<file path="config.mk">
export PLATFORM = sky130hd
export DESIGN_NAME = pt_walker
export DESIGN_NICKNAME = d
export VERILOG_FILES = /design/src/rtl/pt_walker_pkg.sv /design/src/rtl/pt_addr_gen.sv /design/src/rtl/pt_entry_decode.sv /design/src/rtl/pt_walk_fsm.sv /design/src/rtl/pt_walker.sv
export SDC_FILE = /design/constraint.sdc
export NUM_CORES = 1
export LEC_CHECK = 0
export BUFFER_PORTS_ARGS = -buffer_cell sky130_fd_sc_hd__buf_2
export CORE_MARGIN = 3
export CORE_UTILIZATION = 45
export DETAILED_ROUTE_END_ITERATION = 10
export HOLD_SLACK_MARGIN = 0.15
export PLACE_DENSITY_LB_ADDON = 0.3
export REMOVE_ABC_BUFFERS = 1
export SYNTH_ARGS = -nofsm -noshare
export SYNTH_HDL_FRONTEND = slang
export SYNTH_SLANG_ARGS = --single-unit
</file>
<file path="constraint.sdc">
create_clock -name clk -period 1.7 [get_ports clk]
set_input_delay 0.255 -clock clk [delete_from_list [all_inputs] [get_ports clk]]
set_output_delay 0.255 -clock clk [all_outputs]
set_load 0.02 [all_outputs]
</file>
<file path="src/rtl/pt_walker_pkg.sv">
package pt_walker_pkg;
  // Chip-level translation geometry
  localparam int VA_W      = 32;
  localparam int PA_W      = 40;
  localparam int PG_W      = 12;
  localparam int L1_IDX_W  = 11;
  localparam int L2_IDX_W  = 9;
  localparam int L1_ENT_LG = 2;   // log2 of first-level entry bytes
  localparam int L2_ENT_LG = 3;   // log2 of second-level entry bytes

  // Derived widths
  localparam int VPN_W     = VA_W - PG_W;                     // 20
  localparam int BASE_W    = PA_W - L1_IDX_W - L1_ENT_LG;     // 27
  localparam int PPN_W     = PA_W - PG_W;                     // 28
  localparam int PTR_W     = PA_W - PG_W;                     // 28
  localparam int BIG_OFF_W = PG_W + L2_IDX_W;                 // 21
  localparam int BIG_PPN_W = PA_W - BIG_OFF_W;                // 19
  localparam int L1_ENT_W  = 8 << L1_ENT_LG;                  // 32
  localparam int L2_ENT_W  = 8 << L2_ENT_LG;                  // 64
  localparam int RSP_W     = L2_ENT_W;

  // Entry bit positions
  localparam int L1_V_BIT   = L1_ENT_W - 1;
  localparam int L1_BIG_BIT = L1_ENT_W - 2;
  localparam int L2_V_BIT   = L2_ENT_W - 1;

  typedef enum logic [2:0] {
    ST_IDLE, ST_L1_REQ, ST_L1_WAIT, ST_L2_REQ, ST_L2_WAIT, ST_DONE
  } walk_state_e;

  typedef enum logic [1:0] {
    L1_FAULT, L1_LEAF, L1_TABLE
  } l1_kind_e;

  typedef struct packed {
    logic             fault;
    logic             big;
    logic [PPN_W-1:0] ppn;
  } walk_result_t;
endpackage

</file>
<file path="src/rtl/pt_addr_gen.sv">
module pt_addr_gen
  import pt_walker_pkg::*;
(
  input  logic [BASE_W-1:0] base_i,
  input  logic [VPN_W-1:0]  vpn_i,
  input  logic [PTR_W-1:0]  ptr_i,
  input  logic              sel_l2_i,
  output logic [PA_W-1:0]   addr_o,
  output logic              wide_o
);
  logic [L1_IDX_W-1:0] l1_idx;
  logic [L2_IDX_W-1:0] l2_idx;
  logic [PA_W-1:0]     l1_addr;
  logic [PA_W-1:0]     l2_addr;

  assign l1_idx  = vpn_i[VPN_W-1 -: L1_IDX_W];
  assign l2_idx  = vpn_i[L2_IDX_W-1:0];
  // base register shifted out to a table start on an 8 KB boundary
  assign l1_addr = {base_i, l1_idx, {L1_ENT_LG{1'b0}}};
  // second-level pointer extended to a 4 KB aligned table start
  assign l2_addr = {ptr_i, l2_idx, {L2_ENT_LG{1'b0}}};

  assign addr_o = sel_l2_i ? l2_addr : l1_addr;
  assign wide_o = sel_l2_i;
endmodule

</file>
<file path="src/rtl/pt_entry_decode.sv">
module pt_entry_decode
  import pt_walker_pkg::*;
(
  input  logic [RSP_W-1:0] data_i,
  input  logic [VPN_W-1:0] vpn_i,
  output l1_kind_e         l1_kind_o,
  output logic [PTR_W-1:0] l1_ptr_o,
  output walk_result_t     l1_res_o,
  output walk_result_t     l2_res_o
);
  logic [L1_ENT_W-1:0] l1_word;
  logic                unused_bits;

  assign l1_word     = data_i[L1_ENT_W-1:0];
  assign unused_bits = ^{data_i[L2_V_BIT-1:PPN_W]};

  always_comb begin
    l1_ptr_o = l1_word[PTR_W-1:0];
    l1_res_o = '0;
    if (!l1_word[L1_V_BIT]) begin
      l1_kind_o      = L1_FAULT;
      l1_res_o.fault = 1'b1;
    end else if (l1_word[L1_BIG_BIT]) begin
      l1_kind_o    = L1_LEAF;
      l1_res_o.big = 1'b1;
      l1_res_o.ppn = {l1_word[BIG_PPN_W-1:0], vpn_i[L2_IDX_W-1:0]};
    end else begin
      l1_kind_o = L1_TABLE;
    end
  end

  always_comb begin
    l2_res_o = '0;
    if (data_i[L2_V_BIT]) l2_res_o.ppn = data_i[PPN_W-1:0];
    else                  l2_res_o.fault = 1'b1;
  end
endmodule

</file>
<file path="src/rtl/pt_walk_fsm.sv">
module pt_walk_fsm
  import pt_walker_pkg::*;
(
  input  logic              clk,
  input  logic              rst_n,
  input  logic              walk_valid_i,
  input  logic [VPN_W-1:0]  walk_vpn_i,
  input  logic [BASE_W-1:0] base_reg_i,
  input  logic              mem_req_ready_i,
  input  logic              mem_rsp_valid_i,
  input  l1_kind_e          l1_kind_i,
  input  logic [PTR_W-1:0]  l1_ptr_i,
  input  walk_result_t      l1_res_i,
  input  walk_result_t      l2_res_i,
  input  logic              res_ready_i,
  output logic              walk_ready_o,
  output logic              mem_req_valid_o,
  output logic              sel_l2_o,
  output logic              res_valid_o,
  output logic [VPN_W-1:0]  vpn_q_o,
  output logic [BASE_W-1:0] base_q_o,
  output logic [PTR_W-1:0]  ptr_q_o,
  output walk_result_t      res_q_o
);
  walk_state_e state_q;

  always_ff @(posedge clk) begin
    if (!rst_n) begin
      state_q  <= ST_IDLE;
      vpn_q_o  <= '0;
      base_q_o <= '0;
      ptr_q_o  <= '0;
      res_q_o  <= '0;
    end else begin
      unique case (state_q)
        ST_IDLE: if (walk_valid_i) begin
          vpn_q_o  <= walk_vpn_i;
          base_q_o <= base_reg_i;
          state_q  <= ST_L1_REQ;
        end
        ST_L1_REQ: if (mem_req_ready_i) state_q <= ST_L1_WAIT;
        ST_L1_WAIT: if (mem_rsp_valid_i) begin
          if (l1_kind_i == L1_TABLE) begin
            ptr_q_o <= l1_ptr_i;
            state_q <= ST_L2_REQ;
          end else begin
            res_q_o <= l1_res_i;
            state_q <= ST_DONE;
          end
        end
        ST_L2_REQ: if (mem_req_ready_i) state_q <= ST_L2_WAIT;
        ST_L2_WAIT: if (mem_rsp_valid_i) begin
          res_q_o <= l2_res_i;
          state_q <= ST_DONE;
        end
        ST_DONE: if (res_ready_i) state_q <= ST_IDLE;
        default: state_q <= ST_IDLE;
      endcase
    end
  end

  assign walk_ready_o    = (state_q == ST_IDLE);
  assign mem_req_valid_o = (state_q == ST_L1_REQ) || (state_q == ST_L2_REQ);
  assign sel_l2_o        = (state_q == ST_L2_REQ);
  assign res_valid_o     = (state_q == ST_DONE);
endmodule

</file>
<file path="src/rtl/pt_walker.sv">
module pt_walker
  import pt_walker_pkg::*;
(
  input  logic              clk,
  input  logic              rst_n,
  input  logic              walk_valid_i,
  output logic              walk_ready_o,
  input  logic [VPN_W-1:0]  walk_vpn_i,
  input  logic [BASE_W-1:0] base_reg_i,
  output logic              mem_req_valid_o,
  input  logic              mem_req_ready_i,
  output logic [PA_W-1:0]   mem_req_addr_o,
  output logic              mem_req_wide_o,
  input  logic              mem_rsp_valid_i,
  input  logic [RSP_W-1:0]  mem_rsp_data_i,
  output logic              res_valid_o,
  input  logic              res_ready_i,
  output logic [PPN_W-1:0]  res_ppn_o,
  output logic              res_big_o,
  output logic              res_fault_o
);
  l1_kind_e          l1_kind;
  logic [PTR_W-1:0]  l1_ptr;
  walk_result_t      l1_res, l2_res, res_q;
  logic [VPN_W-1:0]  vpn_q;
  logic [BASE_W-1:0] base_q;
  logic [PTR_W-1:0]  ptr_q;
  logic              sel_l2;

  pt_entry_decode u_decode (
    .data_i    (mem_rsp_data_i),
    .vpn_i     (vpn_q),
    .l1_kind_o (l1_kind),
    .l1_ptr_o  (l1_ptr),
    .l1_res_o  (l1_res),
    .l2_res_o  (l2_res)
  );

  pt_walk_fsm u_fsm (
    .clk             (clk),
    .rst_n           (rst_n),
    .walk_valid_i    (walk_valid_i),
    .walk_vpn_i      (walk_vpn_i),
    .base_reg_i      (base_reg_i),
    .mem_req_ready_i (mem_req_ready_i),
    .mem_rsp_valid_i (mem_rsp_valid_i),
    .l1_kind_i       (l1_kind),
    .l1_ptr_i        (l1_ptr),
    .l1_res_i        (l1_res),
    .l2_res_i        (l2_res),
    .res_ready_i     (res_ready_i),
    .walk_ready_o    (walk_ready_o),
    .mem_req_valid_o (mem_req_valid_o),
    .sel_l2_o        (sel_l2),
    .res_valid_o     (res_valid_o),
    .vpn_q_o         (vpn_q),
    .base_q_o        (base_q),
    .ptr_q_o         (ptr_q),
    .res_q_o         (res_q)
  );

  pt_addr_gen u_addr (
    .base_i   (base_q),
    .vpn_i    (vpn_q),
    .ptr_i    (ptr_q),
    .sel_l2_i (sel_l2),
    .addr_o   (mem_req_addr_o),
    .wide_o   (mem_req_wide_o)
  );

  assign res_ppn_o   = res_q.ppn;
  assign res_big_o   = res_q.big;
  assign res_fault_o = res_q.fault;
endmodule

</file>
==> impl_metrics.env <==
export IMPL_status="finished, violations left"
export IMPL_violations="setup timing"
export IMPL_m1WireLength_um=5750
export IMPL_swShare=0.302
export IMPL_port_buffers=155
export IMPL_place_congestion=0.804
export IMPL_hold_path_class="in -> reg"
export IMPL_avgSynthCellArea_um2=8.87
export IMPL_finalMaxSlewViolations=0
export IMPL_layout_common_cells="159 x nand2_1, 148 x buf_2, 105 x dfxtp_1"
export IMPL_synth_warnings=0
export IMPL_ant_nets=0
export IMPL_wl_met2_um=7490
export IMPL_timing_max_cap_violations=0
export IMPL_ir_drop_mv=0.399
export IMPL_synth_edff_count=0
export IMPL_area_growth_pct=38.3
export IMPL_grt_max_degree=109
export IMPL_hpwl_um=9230
export IMPL_yosys_area_top_type="dfxtp_1"
export IMPL_power_frac_clock=0.278
export IMPL_fmax_mhz=525
export IMPL_syn_area_um2=4900
export IMPL_synth_top_family_by_area="compound AO/OA/AOI/OAI gates"
export IMPL_hold_slack_ns=0.178
export IMPL_multiInputGateArea_um2=2470
export IMPL_first_pass_iters=5
export IMPL_wire_per_inst_um=16.0
export IMPL_track_usage=0.236
export IMPL_die_area_um2=12200
export IMPL_p_leak_nw=3.04
export IMPL_critPathKind="reg -> out"
export IMPL_fp_dieH_um=110
export IMPL_worst_path_max_fanout=18
export IMPL_fp_row_count=37
export IMPL_cts_root_buf="clkbuf_8"
export IMPL_p_sw_mw=1.74
export IMPL_post_route_drc_count=0
export IMPL_netlist_instances=552
export IMPL_clock_skew_ns=0.0117
export IMPL_final_hold_viol_count=0
export IMPL_start_util=0.468
export IMPL_synth_main_ff_cell="dfxtp_1"
export IMPL_synth_mux_area_frac=0.0871
export IMPL_ios=191
export IMPL_drt_initial_drc_count=289
export IMPL_clockBufferDepth=2
export IMPL_ys_ff_latch=108
export IMPL_coreArea_um2=10500
export IMPL_cp_required_ns=1.44
export IMPL_ctsHtreeMaxLevel=3
export IMPL_start_kind="flip-flop"
export IMPL_top_layer="met4"
export IMPL_die_x_um=110
export IMPL_period_share=1.12
export IMPL_routed_wl_um=14500
export IMPL_yosysSeqAreaShare=0.441
export IMPL_fillers=868
export IMPL_synth_xor_area_frac=0
export IMPL_grt_first_pass_wirelength_um=22500
export IMPL_pwr_share_seq=0.480
export IMPL_cts_tree="built"
export IMPL_finalNetCount=880
export IMPL_numCtsBuffers=9
export IMPL_antenna_found_initial=0
export IMPL_place_ws_ns=0.00344
export IMPL_rsz0062_at_grt="true"
export IMPL_synthDistinctLibCells=37
export IMPL_synthTopCellsByArea="dfxtp_1 44%, nand2_1 12%, mux2_2 8.0%"
export IMPL_synth_simple_area_share=0.182
export IMPL_setup_slack_ns=-0.203
export IMPL_power_internal_mw=4.04
export IMPL_clk_pin_slew_worst_paths_ns=0.10
export IMPL_power_density_nw_per_um2=853
export IMPL_synth_compound_area_frac=0.223
export IMPL_overflow=0
export IMPL_final_common_cell="nand2_1"
export IMPL_drive_above_1_share=0.335
export IMPL_crit_arrival_ns=1.65
export IMPL_routed_wl_met3_um=929
export IMPL_vias=4733
export IMPL_seq_area_um2=2170
export IMPL_grt_pass1_vias=4763
export IMPL_end_kind="output pin"
export IMPL_cts_sinks=108
export IMPL_synthArstFlopShare=0
export IMPL_yosysTopAreaCellShare=0.441
export IMPL_setup_viol=38
export IMPL_drt_vias_per_instance=5.22
export IMPL_p_comb_frac=0.242
export IMPL_clk_latency_ns=0.37
export IMPL_synthAdderAreaFrac=0
export IMPL_period_minus_slack_ns=1.90
-- Yosys cell counts, drive strengths merged, types with 3 or more instances --
cell type  count
dfxtp        108
mux2          37
and3           3
and2           3
nor2          33
clkbuf        14
a221oi        28
nand2        162
a21boi        79
buf           34
o21ai         31
-- area by class of cell --
class                      count  share of cell area
antenna                        2            0.000739
clock buffer                  11              0.0209
clock inverter                 5             0.00886
inverter                       1            0.000554
multi-input combinational    396               0.364
sequential                   108               0.320
tap                          136              0.0251
timing repair buffer         247               0.259
-- kinds of logic (layout without fill, tap and decap cells) --
| logic type | Yosys count | count (layout) |
|---|---|---|
| mux | 38 | 38 |
| buf+inv | 49 | 264 |
| other cells | 1 | 4 |
| flops | 108 | 108 |
| simple gates | 213 | 213 |
| compound gates | 143 | 143 |
-- layer usage --
layer	up-vias	global-route usage
met4	0	0.0994
met3	28	0.0518
met2	178	0.425
met1	2231	0.267
li1	2296	-
met5	-	0
-- critical path, cell delays in order (launching register included) --
cell	delay [ns]
dfxtp_2	0.33
nor2b_4	0.13
nand2_4	0.11
buf_12	0.17
mux2_2	0.36
buf_2	0.16
-- sequential cells by signal, indices dropped and copies added (netlist names) --
name            flops
u_fsm.state_q       3
u_fsm.base_q_o     27
u_fsm.vpn_q_o      20
u_fsm.res_q_o      30
u_fsm.ptr_q_o      28
-- stage by stage --
stage | cells | power, mW | cell area [um^2] | setup TNS, ns | utilization
after global placement | 818 | 4.02 | 5790 | 0 | 0.553
after floorplan | 505 | 3.51 | 4590 | -63.44 | -
final | 906 | 5.78 | 6780 | -6.40 | 0.648
after CTS | 904 | 5.81 | 6710 | -7.39 | 0.641
after detailed placement | 818 | 4.05 | 5790 | 0 | 0.553
after global routing | 904 | 6.06 | 6770 | -8.89 | 0.647
-- power by group through the flow --
stage / Clock (mW) / Combinational, mW / Sequential [mW]
final: 1.61 / 1.40 / 2.77
after global routing: 1.75 / 1.52 / 2.79
after CTS: 1.66 / 1.37 / 2.77
after detailed placement: 0 / 1.23 / 2.83
after floorplan: 0 / 0.635 / 2.88
after global placement: 0 / 1.20 / 2.82
-- final timing paths --
check                         start            endpoint  slack, ns  depth (start not counted)
setup reg to reg   u_fsm.state_q[0]    u_fsm.res_q_o[6]       0.08                          6
hold reg to reg   u_fsm.base_q_o[3]   u_fsm.base_q_o[3]       0.45                          2
setup / recovery   u_fsm.state_q[0]  mem_req_addr_o[20]      -0.20                          5
hold / removal    mem_rsp_data_i[7]    u_fsm.ptr_q_o[7]       0.18                          3
-- timing repair --
action                                  CTS  global route
cloned                                    0             0
setup buffers                             1             0
endpoints found under the hold margin    73             0
resized for setup                         5            19
pin swaps                                 0             1
hold buffers                             69             0
endpoints found under the setup margin   41            51
(Power assumes the default switching activity.)
